### config.mk
export PLATFORM = sky130hd
export DESIGN_NAME = mbus_ctrl
export DESIGN_NICKNAME = d
export VERILOG_FILES = /design/src/rtl/mbus_pkg.sv /design/src/rtl/mbus_region_sel.sv /design/src/rtl/mbus_beat_addr.sv /design/src/rtl/mbus_lane_map.sv /design/src/rtl/mbus_ctrl.sv
export SDC_FILE = /design/constraint.sdc
export NUM_CORES = 1
export LEC_CHECK = 0
export ABC_AREA = 1
export CELL_PAD_IN_SITES_DETAIL_PLACEMENT = 0
export CELL_PAD_IN_SITES_GLOBAL_PLACEMENT = 1
export CORE_MARGIN = 8
export CORE_UTILIZATION = 46
export DETAILED_ROUTE_END_ITERATION = 8
export DONT_BUFFER_PORTS = 1
export HOLD_SLACK_MARGIN = 0.15
export PLACE_DENSITY_LB_ADDON = 0.1
export SYNTH_ARGS = -nofsm -noshare
export SYNTH_HDL_FRONTEND = slang
export SYNTH_SLANG_ARGS = --single-unit
### constraint.sdc
create_clock -name clk -period 4.3 [get_ports clk]
set_input_delay 0.215 -clock clk [delete_from_list [all_inputs] [get_ports clk]]
set_output_delay 0.215 -clock clk [all_outputs]
set_load 0.05 [all_outputs]
### src/rtl/mbus_pkg.sv
// Shared types for the multiplexed bus sequencer.
// Assumes a region attribute field of exactly ATTR_W bits.
package mbus_pkg;
    timeunit 1ns;
    timeprecision 1ps;

    localparam int ATTR_W = 6;

    localparam logic [1:0] W8  = 2'b00;
    localparam logic [1:0] W16 = 2'b01;
    localparam logic [1:0] W32 = 2'b10;

    typedef enum logic [2:0] {
        S_IDLE,
        S_ADDR,
        S_DATA,
        S_RECOV,
        S_HOLD
    } bus_state_t;

    typedef struct packed {
        logic       twf;
        logic       multi;
        logic [1:0] recov;
        logic [1:0] width;
    } region_attr_t;
endpackage

### src/rtl/mbus_region_sel.sv
// Region attribute selector: unpacks the flat configuration vector into
// NREG attribute fields and picks the one addressed by sel.
// Assumes NREG is a power of two so that sel covers every entry.
module mbus_region_sel
    import mbus_pkg::*;
#(
    parameter int NREG  = 8,
    parameter int SEL_W = $clog2(NREG)
) (
    input  logic [NREG*ATTR_W-1:0] cfg,
    input  logic [SEL_W-1:0]       sel,
    output region_attr_t           attr
);
    timeunit 1ns;
    timeprecision 1ps;

    region_attr_t regs_arr [NREG];

    generate
        for (genvar g = 0; g < NREG; g++) begin : g_unpack
            assign regs_arr[g] = region_attr_t'(cfg[g*ATTR_W +: ATTR_W]);
        end
    endgenerate

    // Pick the addressed region and fold the reserved width onto 32-bit.
    always_comb begin
        attr = regs_arr[sel];
        if (attr.width == 2'b11) begin
            attr.width = W32;
        end
    end
endmodule

### src/rtl/mbus_beat_addr.sv
// Beat address generator: computes the first beat address at request
// acceptance and steps it by the port width on each completed beat,
// wrapping inside a line when asked. Assumes LINE_BYTES is a power of two
// of at least 4.
module mbus_beat_addr
    import mbus_pkg::*;
#(
    parameter int AW         = 32,
    parameter int LINE_BYTES = 16
) (
    input  logic          clk,
    input  logic          rst_n,
    input  logic          load,
    input  logic          advance,
    input  logic [AW-1:0] req_addr,
    input  region_attr_t  attr_in,
    input  logic          burst_in,
    input  logic [1:0]    width_q,
    input  logic          wrap_q,
    output logic [AW-1:0] cur_addr
);
    timeunit 1ns;
    timeprecision 1ps;

    localparam int LW = $clog2(LINE_BYTES);

    function automatic logic [2:0] step_of(input logic [1:0] w);
        case (w)
            W8:      step_of = 3'd1;
            W16:     step_of = 3'd2;
            default: step_of = 3'd4;
        endcase
    endfunction

    logic [AW-1:0] start_addr;
    logic [AW-1:0] sum_addr;
    logic [AW-1:0] next_addr;

    // First beat address: width alignment, optional line-base start.
    always_comb begin
        start_addr = req_addr & ~(AW'(step_of(attr_in.width)) - AW'(1));
        if (burst_in && !attr_in.multi && !attr_in.twf) begin
            start_addr[LW-1:0] = '0;
        end
    end

    // Following beat address: plain increment or wrap inside the line.
    always_comb begin
        sum_addr = cur_addr + AW'(step_of(width_q));
        if (wrap_q) begin
            next_addr = {cur_addr[AW-1:LW], sum_addr[LW-1:0]};
        end else begin
            next_addr = sum_addr;
        end
    end

    // Address register: load on accept, step on each completed beat.
    always_ff @(posedge clk) begin
        if (!rst_n) begin
            cur_addr <= '0;
        end else if (load) begin
            cur_addr <= start_addr;
        end else if (advance) begin
            cur_addr <= next_addr;
        end
    end
endmodule

### src/rtl/mbus_lane_map.sv
// Byte-enable encoder: maps lane mask and low address bits onto the four
// active-low enable pins according to the port width.
// Assumes width never carries the reserved code (folded upstream).
module mbus_lane_map
    import mbus_pkg::*;
(
    input  logic       active,
    input  logic [1:0] width,
    input  logic [1:0] addr_lo,
    input  logic [3:0] lane_en,
    output logic [3:0] be_n
);
    timeunit 1ns;
    timeprecision 1ps;

    // Width-dependent pin meaning; all high outside an access.
    always_comb begin
        if (!active) begin
            be_n = 4'hF;
        end else begin
            case (width)
                W8:      be_n = {2'b11, addr_lo[1], addr_lo[0]};
                W16:     be_n = {1'b1, 1'b0, addr_lo[1], 1'b0};
                default: be_n = ~lane_en;
            endcase
        end
    end
endmodule

### src/rtl/mbus_ctrl.sv
// Multiplexed bus sequencer top: accepts one request at a time, runs the
// Address / Wait / Data / Recovery / Idle cycle sequence with per-region
// attributes, and grants the bus to an external master between accesses.
// Assumes AW = 32 (fixed pin mapping) and a single outstanding request.
module mbus_ctrl
    import mbus_pkg::*;
#(
    parameter int AW         = 32,
    parameter int NREG       = 8,
    parameter int LINE_BYTES = 16
) (
    input  logic                 clk,
    input  logic                 rst_n,
    input  logic [NREG*ATTR_W-1:0] region_cfg,
    input  logic                 req_valid,
    output logic                 req_ready,
    input  logic                 req_write,
    input  logic [AW-1:0]        req_addr,
    input  logic [3:0]           req_len,
    input  logic [3:0]           req_lanes,
    input  logic [31:0]          req_wdata,
    output logic                 rd_valid,
    output logic [31:0]          rd_data,
    output logic                 done,
    output logic                 done_err,
    output logic [31:0]          bus_out,
    input  logic [31:0]          bus_in,
    output logic                 bus_oe,
    output logic                 ctl_oe,
    output logic                 ale,
    output logic                 wr,
    output logic [3:0]           be_n,
    output logic [1:0]           part_addr,
    output logic                 blast,
    output logic [1:0]           bus_width,
    input  logic                 rdy,
    input  logic                 bus_err_n,
    input  logic                 hold_req,
    output logic                 hold_ack,
    output logic                 bus_req
);
    timeunit 1ns;
    timeprecision 1ps;

    localparam int SEL_W = $clog2(NREG);

    bus_state_t   state;
    region_attr_t attr_in;
    region_attr_t attr_q;
    logic         write_q;
    logic         first_q;
    logic [3:0]   lanes_q;
    logic [3:0]   len_q;
    logic [3:0]   beats_left;
    logic [1:0]   rcnt;
    logic [31:0]  wdata_q;
    logic [3:0]   len_eff;
    logic         accept;
    logic         beat_done;
    logic         finish;
    logic         advance;
    logic         active;
    logic [AW-1:0] cur_addr;

    mbus_region_sel #(.NREG(NREG), .SEL_W(SEL_W)) u_region (
        .cfg  (region_cfg),
        .sel  (req_addr[AW-1 -: SEL_W]),
        .attr (attr_in)
    );

    mbus_beat_addr #(.AW(AW), .LINE_BYTES(LINE_BYTES)) u_addr (
        .clk      (clk),
        .rst_n    (rst_n),
        .load     (accept),
        .advance  (advance),
        .req_addr (req_addr),
        .attr_in  (attr_in),
        .burst_in (len_eff != 4'd0),
        .width_q  (attr_q.width),
        .wrap_q   (!attr_q.multi),
        .cur_addr (cur_addr)
    );

    mbus_lane_map u_lanes (
        .active  (active),
        .width   (attr_q.width),
        .addr_lo (cur_addr[1:0]),
        .lane_en (first_q ? lanes_q : 4'hF),
        .be_n    (be_n)
    );

    // Handshake and beat events derived from the current state.
    always_comb begin
        len_eff   = attr_in.multi ? req_len : {2'b00, req_len[1:0]};
        req_ready = (state == S_IDLE) && !hold_req;
        accept    = req_ready && req_valid;
        beat_done = (state == S_DATA) && rdy;
        finish    = beat_done && (!bus_err_n || beats_left == 4'd0);
        advance   = beat_done && !finish;
        active    = (state == S_ADDR) || (state == S_DATA);
    end

    // Cycle sequencer: Idle -> Address -> Wait/Data -> Recovery, plus hold.
    always_ff @(posedge clk) begin
        if (!rst_n) begin
            state <= S_IDLE;
            rcnt  <= 2'd0;
        end else begin
            case (state)
                S_IDLE: begin
                    if (hold_req) begin
                        state <= S_HOLD;
                    end else if (req_valid) begin
                        state <= S_ADDR;
                    end
                end
                S_ADDR: state <= S_DATA;
                S_DATA: begin
                    if (finish) begin
                        if (attr_q.recov == 2'd0) begin
                            state <= S_IDLE;
                        end else begin
                            state <= S_RECOV;
                            rcnt  <= attr_q.recov - 2'd1;
                        end
                    end
                end
                S_RECOV: begin
                    if (rcnt == 2'd0) begin
                        state <= S_IDLE;
                    end else begin
                        rcnt <= rcnt - 2'd1;
                    end
                end
                S_HOLD: begin
                    if (!hold_req) begin
                        state <= S_IDLE;
                    end
                end
                default: state <= S_IDLE;
            endcase
        end
    end

    // Access context captured at acceptance; beat counter and first flag.
    always_ff @(posedge clk) begin
        if (!rst_n) begin
            attr_q     <= '0;
            write_q    <= 1'b0;
            first_q    <= 1'b0;
            lanes_q    <= 4'h0;
            len_q      <= 4'd0;
            beats_left <= 4'd0;
            wdata_q    <= 32'd0;
        end else if (accept) begin
            attr_q     <= attr_in;
            write_q    <= req_write;
            first_q    <= 1'b1;
            lanes_q    <= req_lanes;
            len_q      <= len_eff;
            beats_left <= len_eff;
            wdata_q    <= req_wdata;
        end else if (beat_done) begin
            first_q <= 1'b0;
            if (!finish) begin
                beats_left <= beats_left - 4'd1;
            end
        end
    end

    // Client-side results: read data per beat and completion pulse.
    always_ff @(posedge clk) begin
        if (!rst_n) begin
            rd_valid <= 1'b0;
            rd_data  <= 32'd0;
            done     <= 1'b0;
            done_err <= 1'b0;
        end else begin
            rd_valid <= beat_done && !write_q;
            done     <= finish;
            if (beat_done && !write_q) begin
                rd_data <= bus_in;
            end
            if (finish) begin
                done_err <= !bus_err_n;
            end else if (done) begin
                done_err <= 1'b0;
            end
        end
    end

    // Pin values: address word, write data, strobes and handshake outputs.
    always_comb begin
        ale       = (state == S_ADDR);
        wr        = (state == S_ADDR) && write_q;
        blast     = active && (beats_left == 4'd0);
        bus_width = active ? attr_q.width : 2'b00;
        part_addr = active ? cur_addr[3:2] : 2'b00;
        hold_ack  = (state == S_HOLD);
        ctl_oe    = (state != S_HOLD);
        bus_req   = (state == S_HOLD) ? req_valid : (active || state == S_RECOV);
        bus_oe    = (state == S_ADDR) || ((state == S_DATA) && write_q);
        if (state == S_ADDR) begin
            bus_out = {cur_addr[7:4], len_q, cur_addr[15:8],
                       cur_addr[23:16], cur_addr[31:24]};
        end else if ((state == S_DATA) && write_q) begin
            bus_out = wdata_q;
        end else begin
            bus_out = 32'd0;
        end
    end
endmodule

==> summary.txt, run 1 <==
Critical path
  • Crit path from: state[2]
  • Crit path DAT: 3360 ps
  • Crit path buffers/inverters: 3
  • Worst-path fanout max: 41
  • Crit path to: u_addr.cur_addr[11]
  • R2R setup slack: 1290 ps
  • Worst R2R Start: state[2]
  • Worst EP required: 4650 ps
  • Slowest CP cell: inv_1
  • Sequence of cells on the critical path: nor2_4, nand4_4, inv_1, buf_4, nand2_1, nand3_1, nand2_1, dlygate4sd3_1, a21oi_1
  • CP top delay family: buffers and inverters
  • CP dominant cell by count: nand2_1
  • Cells on worst reg2reg path: 9
  • Critical Path Start Type: flip-flop
  • R2r endpoint: u_addr.cur_addr[11]
  • Crit Path Category: reg2reg
  • CP Depth: 9
  • Crit end category: flip-flop
  • Biggest cell delay along the critical path: 630 ps

Clock network
  • Cts repair resizes: 0
  • CTS Hold Bufs: 119
  • H-tree depth: 4
  • Clock latency on the worst-skew pair: 420 ps
  • Reg clk slew, reported paths: 60 ps
  • Total clock sinks: 123
  • CTS tree: done
  • Post-CTS setup buffer count: 0
  • TritonCTS Buffers: 17
  • Clock buffer depth: 2
  • CTS Root Cell: clkbuf_16

Floorplanning
  • Core ar.: 14,500 um^2
  • Starting Density: 47.0%
  • DIE HEIGHT: 138 um
  • Die footprint: 18,900 um^2
  • Chip Width: 138 um
  • Cell Rows: 44
  • I/O Pins: 242

Timing
  • Setup Skew: 7.46 ps
  • Tmin final: 3010 ps
  • Hold Vio Cnt, Final: 0
  • Worst rel slew slack: 27.1%
  • RSZ-0062 raised after global routing: false
  • Post-route setup slack: 1290 ps
  • # setup viols final: 0
  • Fin. max-slew vios: 0
  • Max Freq: 0.332 GHz
  • Worst slew pin tran: 1090 ps
  • Fin crit share: 70.0%
  • TNS Setup: 0 ps

Detailed routing
  • Routed len/inst: 17.0 um
  • Starting DRC count in detailed routing: 497
  • Final wirelength: 23.8 mm
  • Drt first pass iters: 5
  • Vias: 7,363
  • Via density: 5.27
  • Post-route DRC: 0
  • Post-detailed-route count of antenna-violating nets: 0

Yosys
  • Post-synth EDFFs: 0
  • Synthesized cell area: 6810 um^2
  • Fraction of registers with async set/reset: 0%
  • Biggest area consumer among synthesized cells: dfxtp_1
  • Synth top area share: 36.2%
  • Count of cell types in the netlist: 41
  • Multiplexer area fraction after synthesis: 0%
  • Syn_nets: 1,249
  • Syn Area/Cell: 6.27 um^2
  • Synth Area in Simple Gates: 33.1%
  • Top cells by area, synth: dfxtp_1 36%, nand2_1 17%, o21ai_0 8.9%
  • Largest family of logic cells by synthesized area: simple AND/OR/NAND/NOR gates
  • Compound-Gate Fraction of Synth Area: 19.8%
  • Synth Area in Adders: 1.03%
  • Yosys reg bits: 123
  • Post-synthesis sequential area ratio: 36.2%
  • YS warnings: 0
  • Post-synthesis xor/xnor area fraction: 0.386%
  • Top FF cell, synth: dfxtp_1
  • Cells after Synth: 1,085

Power
  • Net switching power figure: 0.980 mW
  • Combinational Power Share: 15.5%
  • Pwr dens: 366 nW/um^2
  • Static Leak: 3.42 nW
  • Clock power frac: 45.6%
  • Seq pwr share: 38.9%
  • Pint: 2.26 mW
  • Sw Share: 30.3%
  • Peak supply drop: 0.261 mV

Place
  • Placed cell areas: 7020 um^2
  • Dpl cells: 1,242
  • I/O Buffers: 0
  • Final GP Congestion: 0.834
  • Post-place setup slack: 1740 ps
  • Post-detail-place hpwl: 16.5 mm

Final layout
  • FILL cells: 1,407
  • Final Net Count: 1,360
  • Fin cells: 1,396
  • Fin area: 8840 um^2
  • Fraction of layout cells with a size suffix above 1: 6.95%
  • Post-layout util: 61.0%
  • Synthesis-to-layout area growth: 29.8%

Global route
  • First-pass GRT wire length: 36.2 mm
  • GRT Total Usage: 24.3%
  • Largest net degree at the start of global routing: 66
  • GRT overflow: 0
  • Initial antenna violation count: 0
  • Vias in the first global route: 7,120

Run
  • Max Cap Viol: 0

Hold path
  • Hold Path Class: in2reg

Outcome
  • Status: finished clean
layer usage:
layer  wire length, um  global-route usage [%]  vias to the layer above
met5                 0                       0                        -
met4               444                    8.27                        0
met3              1330                    6.16                       29
met2             12100                    42.8                      201
met1              9890                    28.0                     3377
li1                  -                       -                     3756
power by group through the flow:
stage               logic, mW  clock network [mW]  registers (mW)
floorplan               0.339                   0            1.27
global placement        0.396                   0            1.28
detailed placement      0.396                   0            1.28
CTS                     0.500                1.49            1.26
global route            0.555                1.54            1.27
finish                  0.501                1.48            1.26
metrics by stage:
stage	hold slack [ps]	total power, mW
floorplan	359	1.61
detailed placement	352	1.68
finish	155	3.24
global placement	357	1.68
CTS	155	3.25
global route	180	3.37
cell type report:
| class | count | area (um^2) | share of cell area, % |
|---|---|---|---|
| inverter | 102 | 385 | 4.36 |
| clock buffer | 17 | 425 | 4.81 |
| antenna | 3 | 7.51 | 0.0850 |
| timing repair buffer | 151 | 1440 | 16.3 |
| sequential | 123 | 2460 | 27.9 |
| multi-input combinational | 801 | 3710 | 41.9 |
| tap | 184 | 230 | 2.61 |
| clock inverter | 15 | 178 | 2.01 |
synthesized netlist by cell type, drive strengths merged (2+ instances only):
master,n
a211oi,2
o221ai,2
nor3,4
or2,5
nand3b,8
dfxtp,123
a31oi,2
o22ai,2
nand2,308
clkbuf,39
inv,101
ha,4
buf,20
xor2,2
o31ai,2
nor2,120
nand3,80
nand4,8
o21ai,122
o211ai,5
a21oi,119
kinds of logic after synthesis:
kind of cell | Yosys count
simple gates | 533
compound gates | 260
buf+inv | 161
flops | 123
fa+ha+maj | 5
xor+xnor | 3
how the worst min path moves through the flow:
stage                 startpoint             endpoint  slack (ps)  cells after the start
finish              req_addr[31]   u_addr.cur_addr[0]         150                      6
global placement           rst_n  u_addr.cur_addr[11]         360                      2
global route        req_addr[31]            attr_q[0]         180                      4
floorplan           req_lanes[0]           lanes_q[0]         360                      2
CTS                 req_addr[31]   u_addr.cur_addr[0]         150                      6
detailed placement         rst_n  u_addr.cur_addr[11]         350                      2
cells in the final DEF, fill, tap and decap left out, drive strengths merged:
cell type / instances
clkbuf: 17
bufinv: 2
o22ai: 2
o21a: 1
xnor2: 1
nand4: 8
fa: 1
a2bb2oi: 1
nand3b: 8
nor3: 4
nor2: 120
inv: 110
a21oi: 119
dlygate4sd3: 118
o21ai: 122
a21boi: 1
xor2: 2
a311oi: 1
nand3: 80
diode: 3
nand2: 308
a31oi: 2
or2: 5
o221ai: 2
dfxtp: 123
buf: 33
o211ai: 5
o31ai: 2
clkinv: 5
a211oi: 2
ha: 4
tightest hold or removal path, stage by stage:
cell     delay [ps]
nand3_1          60
nand2_1          60
nand2_1          60
nor2_1           30
nand2_1          50
a21oi_1          50
state kept, by name (all words and copies together), names as in the netlist:
register,flops
len_q,4
write_q,1
attr_q,5
wdata_q,32
done_err,1
beats_left,4
rd_data,32
lanes_q,4
done,1
rd_valid,1
state,3
u_addr.cur_addr,32
first_q,1
rcnt,2
Power figures use the tool's default switching activity.
==> run 2: changes to the inputs <==
Settings changed: CORE_UTILIZATION 46 to 39.
Clock period 4.3 ns to 2.7 ns, I/O delays scaled along.
==> run 2 against run 1 <==
  * Count of clock-buffer cells in the layout rose by 1
  * Global-route usage fell by 2.6 points
  * Highest routed layer unchanged
  * Clock skew fell by 1.2 ps
  * Combinational power rose by 72%
  * Wire length rose by 3.5%
==> summary.txt, run 2 (synthesis results as in run 1) <==
Timing
  • RSZ-0062 raised after global routing: false
  • Worst rel slew slack: 59.7% (+33 points)
  • Setup Skew: 6.29 ps (-1.17 ps)
  • # setup viols final: 0 (unchanged)
  • Max Freq: 0.392 GHz (+18%)
  • Final hold slack: 172 ps (+17.5 ps)
  • Hold Vio Cnt, Final: 0 (unchanged)
  • Fin crit share: 94.5% (+25 points)
  • Post-route setup slack: 147 ps (-1140 ps)
  • Worst slew pin tran: 604 ps (-486 ps)
  • Fin. max-slew vios: 0 (unchanged)
  • Tmin final: 2550 ps (-456 ps)
  • TNS Setup: 0 ps (unchanged)

Final layout
  • Fin cells: 1,470 (+5.3%)
  • Final Net Count: 1,394 (+2.5%)
  • Commonest non-fill, non-tap cell in the layout: nand2_1
  • Most frequent cells in the layout: 302 x nand2_1, 124 x dlygate4sd3_1, 123 x dfxtp_1
  • Fraction of layout cells with a size suffix above 1: 9.17% (+2.2 points)
  • Post-layout util: 53.3% (-7.7 points)
  • Synthesis-to-layout area growth: 34.5%
  • Fin area: 9160 um^2 (+3.7%)
  • Regs by FF count: rd_data (32), u_addr.cur_addr (32), wdata_q (32)

Floorplanning
  • DIE HEIGHT: 148 um (+7.6%)
  • Cell Rows: 48 (+9.1%)
  • Starting Density: 39.6% (-7.4 points)
  • Die footprint: 21,900 um^2 (+16%)
  • Core ar.: 17,200 um^2 (+19%)
  • I/O Pins: 242 (unchanged)
  • Chip Width: 148 um (+7.6%)

Global route
  • Vias in the first global route: 7,390 (+3.8%)
  • Initial antenna violation count: 2 (+2)
  • First-pass GRT wire length: 38.6 mm (+6.9%)
  • GRT Total Usage: 21.7% (-2.6 points)
  • Largest net degree at the start of global routing: 94 (+42%)
  • GRT overflow: 0 (unchanged)

Place
  • Post-place setup slack: 516 ps (-1230 ps)
  • I/O Buffers: 0 (unchanged)
  • Final GP Congestion: 0.835 (+0.16%)
  • Post-detail-place hpwl: 17.7 mm (+7.3%)
  • Placed cell areas: 7300 um^2 (+4.0%)
  • Dpl cells: 1,310 (+5.5%)

Power
  • Clock power frac: 43.4% (-2.2 points)
  • Seq pwr share: 39.6% (+0.7 points)
  • Net switching power figure: 1.58 mW (+62%)
  • Total power: 5.07 mW (+57%)
  • Pwr dens: 554 nW/um^2 (+51%)
  • Pint: 3.48 mW (+54%)
  • Sw Share: 31.3% (+0.99 points)
  • Combinational Power Share: 17.0% (+1.5 points)
  • Static Leak: 3.57 nW (+4.2%)
  • Peak supply drop: 0.420 mV (+61%)

Detailed routing
  • Post-detailed-route count of antenna-violating nets: 0 (unchanged)
  • Routed len/inst: 16.8 um (-1.7%)
  • Post-route DRC: 0 (unchanged)
  • Drt first pass iters: 5 (unchanged)
  • Vias: 7,514 (+2.1%)
  • Via density: 5.11 (-3.1%)
  • Final wirelength: 24.6 mm (+3.5%)
  • Starting DRC count in detailed routing: 369 (-26%)

Clock network
  • H-tree depth: 4 (unchanged)
  • TritonCTS Buffers: 17 (unchanged)
  • CTS tree: done
  • Reg clk slew, reported paths: 60 ps (about the same)
  • Post-CTS setup buffer count: 0 (unchanged)
  • Clock buffer depth: 2 (unchanged)
  • Clock latency on the worst-skew pair: 420 ps (about the same)
  • CTS Root Cell: clkbuf_16
  • Total clock sinks: 123 (unchanged)

Critical path
  • Worst-path fanout max: 21 (-49%)
  • Crit path DAT: 2910 ps (-450 ps)
  • Crit path from: state[2]
  • Slowest CP cell: dlygate4sd3_1
  • Worst EP required: 3060 ps (-1590 ps)
  • Worst R2R Start: state[2]
  • Crit Path Category: reg2reg
  • Crit end category: flip-flop
  • Critical Path Start Type: flip-flop
  • R2R setup slack: 150 ps (-1140 ps)
  • R2r endpoint: u_addr.cur_addr[2]
  • CP dominant cell by count: dlygate4sd3_1
  • Sequence of cells on the critical path: nor2_4, nand4_4, buf_6, nor2_1, nand2_1, dlygate4sd3_1, a21oi_1, dlygate4sd3_1
  • Cells on worst reg2reg path: 8 (-1)
  • Biggest cell delay along the critical path: 570 ps (-60 ps)

Outcome
  • Status: finished clean

Hold path
  • Hold Path Stages: 5 (-1)
  • Hold Path Class: in2reg
  • Worst Hold Path EP: len_q[3]
  • Hold path start: req_addr[30]

Run
  • Max Cap Viol: 0 (unchanged)
-- run 2: changes by cell type in the layout (fill, tap and decap cells not counted), moves of 2 or more --
cell           previous run  this run
clkinvlp_4                0         4
dlygate4sd3_1           118       124
buf_4                    32        56
buf_12                    1         3
bufinv_16                 2         0
clkinv_4                  3         1
-- run 2: layout make-up --
cell class                      instances  area (um^2)
Inverter                              102          389
Multi-Input combinational cell        802         3720
Timing Repair Buffer                  184         1730
Clock inverter                         14          129
Clock buffer                           18          439
Fill cell                            1769         8020
Tap cell                              225          282
Sequential cell                       123         2460
Antenna cell                            2         5.00
-- run 2: worst max path at each step --
stage	to	slack, ps	cells after the start
floorplan	be_n[3]	350	7
detailed placement	u_addr.cur_addr[18]	520	12
finish	u_addr.cur_addr[2]	150	8
CTS	u_addr.cur_addr[11]	120	12
global placement	u_addr.cur_addr[18]	540	12
global route	u_addr.cur_addr[2]	2	8
-- run 2: power by group through the flow --
stage | clock network, mW | logic (mW) | registers, mW
after floorplan | 0 | 0.539 | 2.02
after global placement | 0 | 0.676 | 2.04
after detailed placement | 0 | 0.677 | 2.05
after CTS | 2.24 | 0.858 | 2.01
after global routing | 2.33 | 0.953 | 2.02
final | 2.20 | 0.863 | 2.01
-- run 2: layer usage --
metal  GRT usage (%)  vias up  part of all wire [%]
li1                -     3832                     -
met1            25.2     3404                    42
met2            37.4      245                    49
met3            6.72       33                   6.2
met4            6.73        0                   2.0
met5               0        -                     0
-- run 2: repair_timing --
item | in CTS | in global routing
hold endpoints to repair | 123 | 0
hold buffers | 125 | 0
setup endpoints to repair | 0 | 2
resized for setup | 0 | 4
-- run 2: critical path: cells and delay by family (launching register included) --
family / cells / cell delay [ps]
buffers and inverters: 3 / 1390
flip-flops: 1 / 390
AND/OR/NAND/NOR: 4 / 570
AO/OA/AOI/OAI: 1 / 140
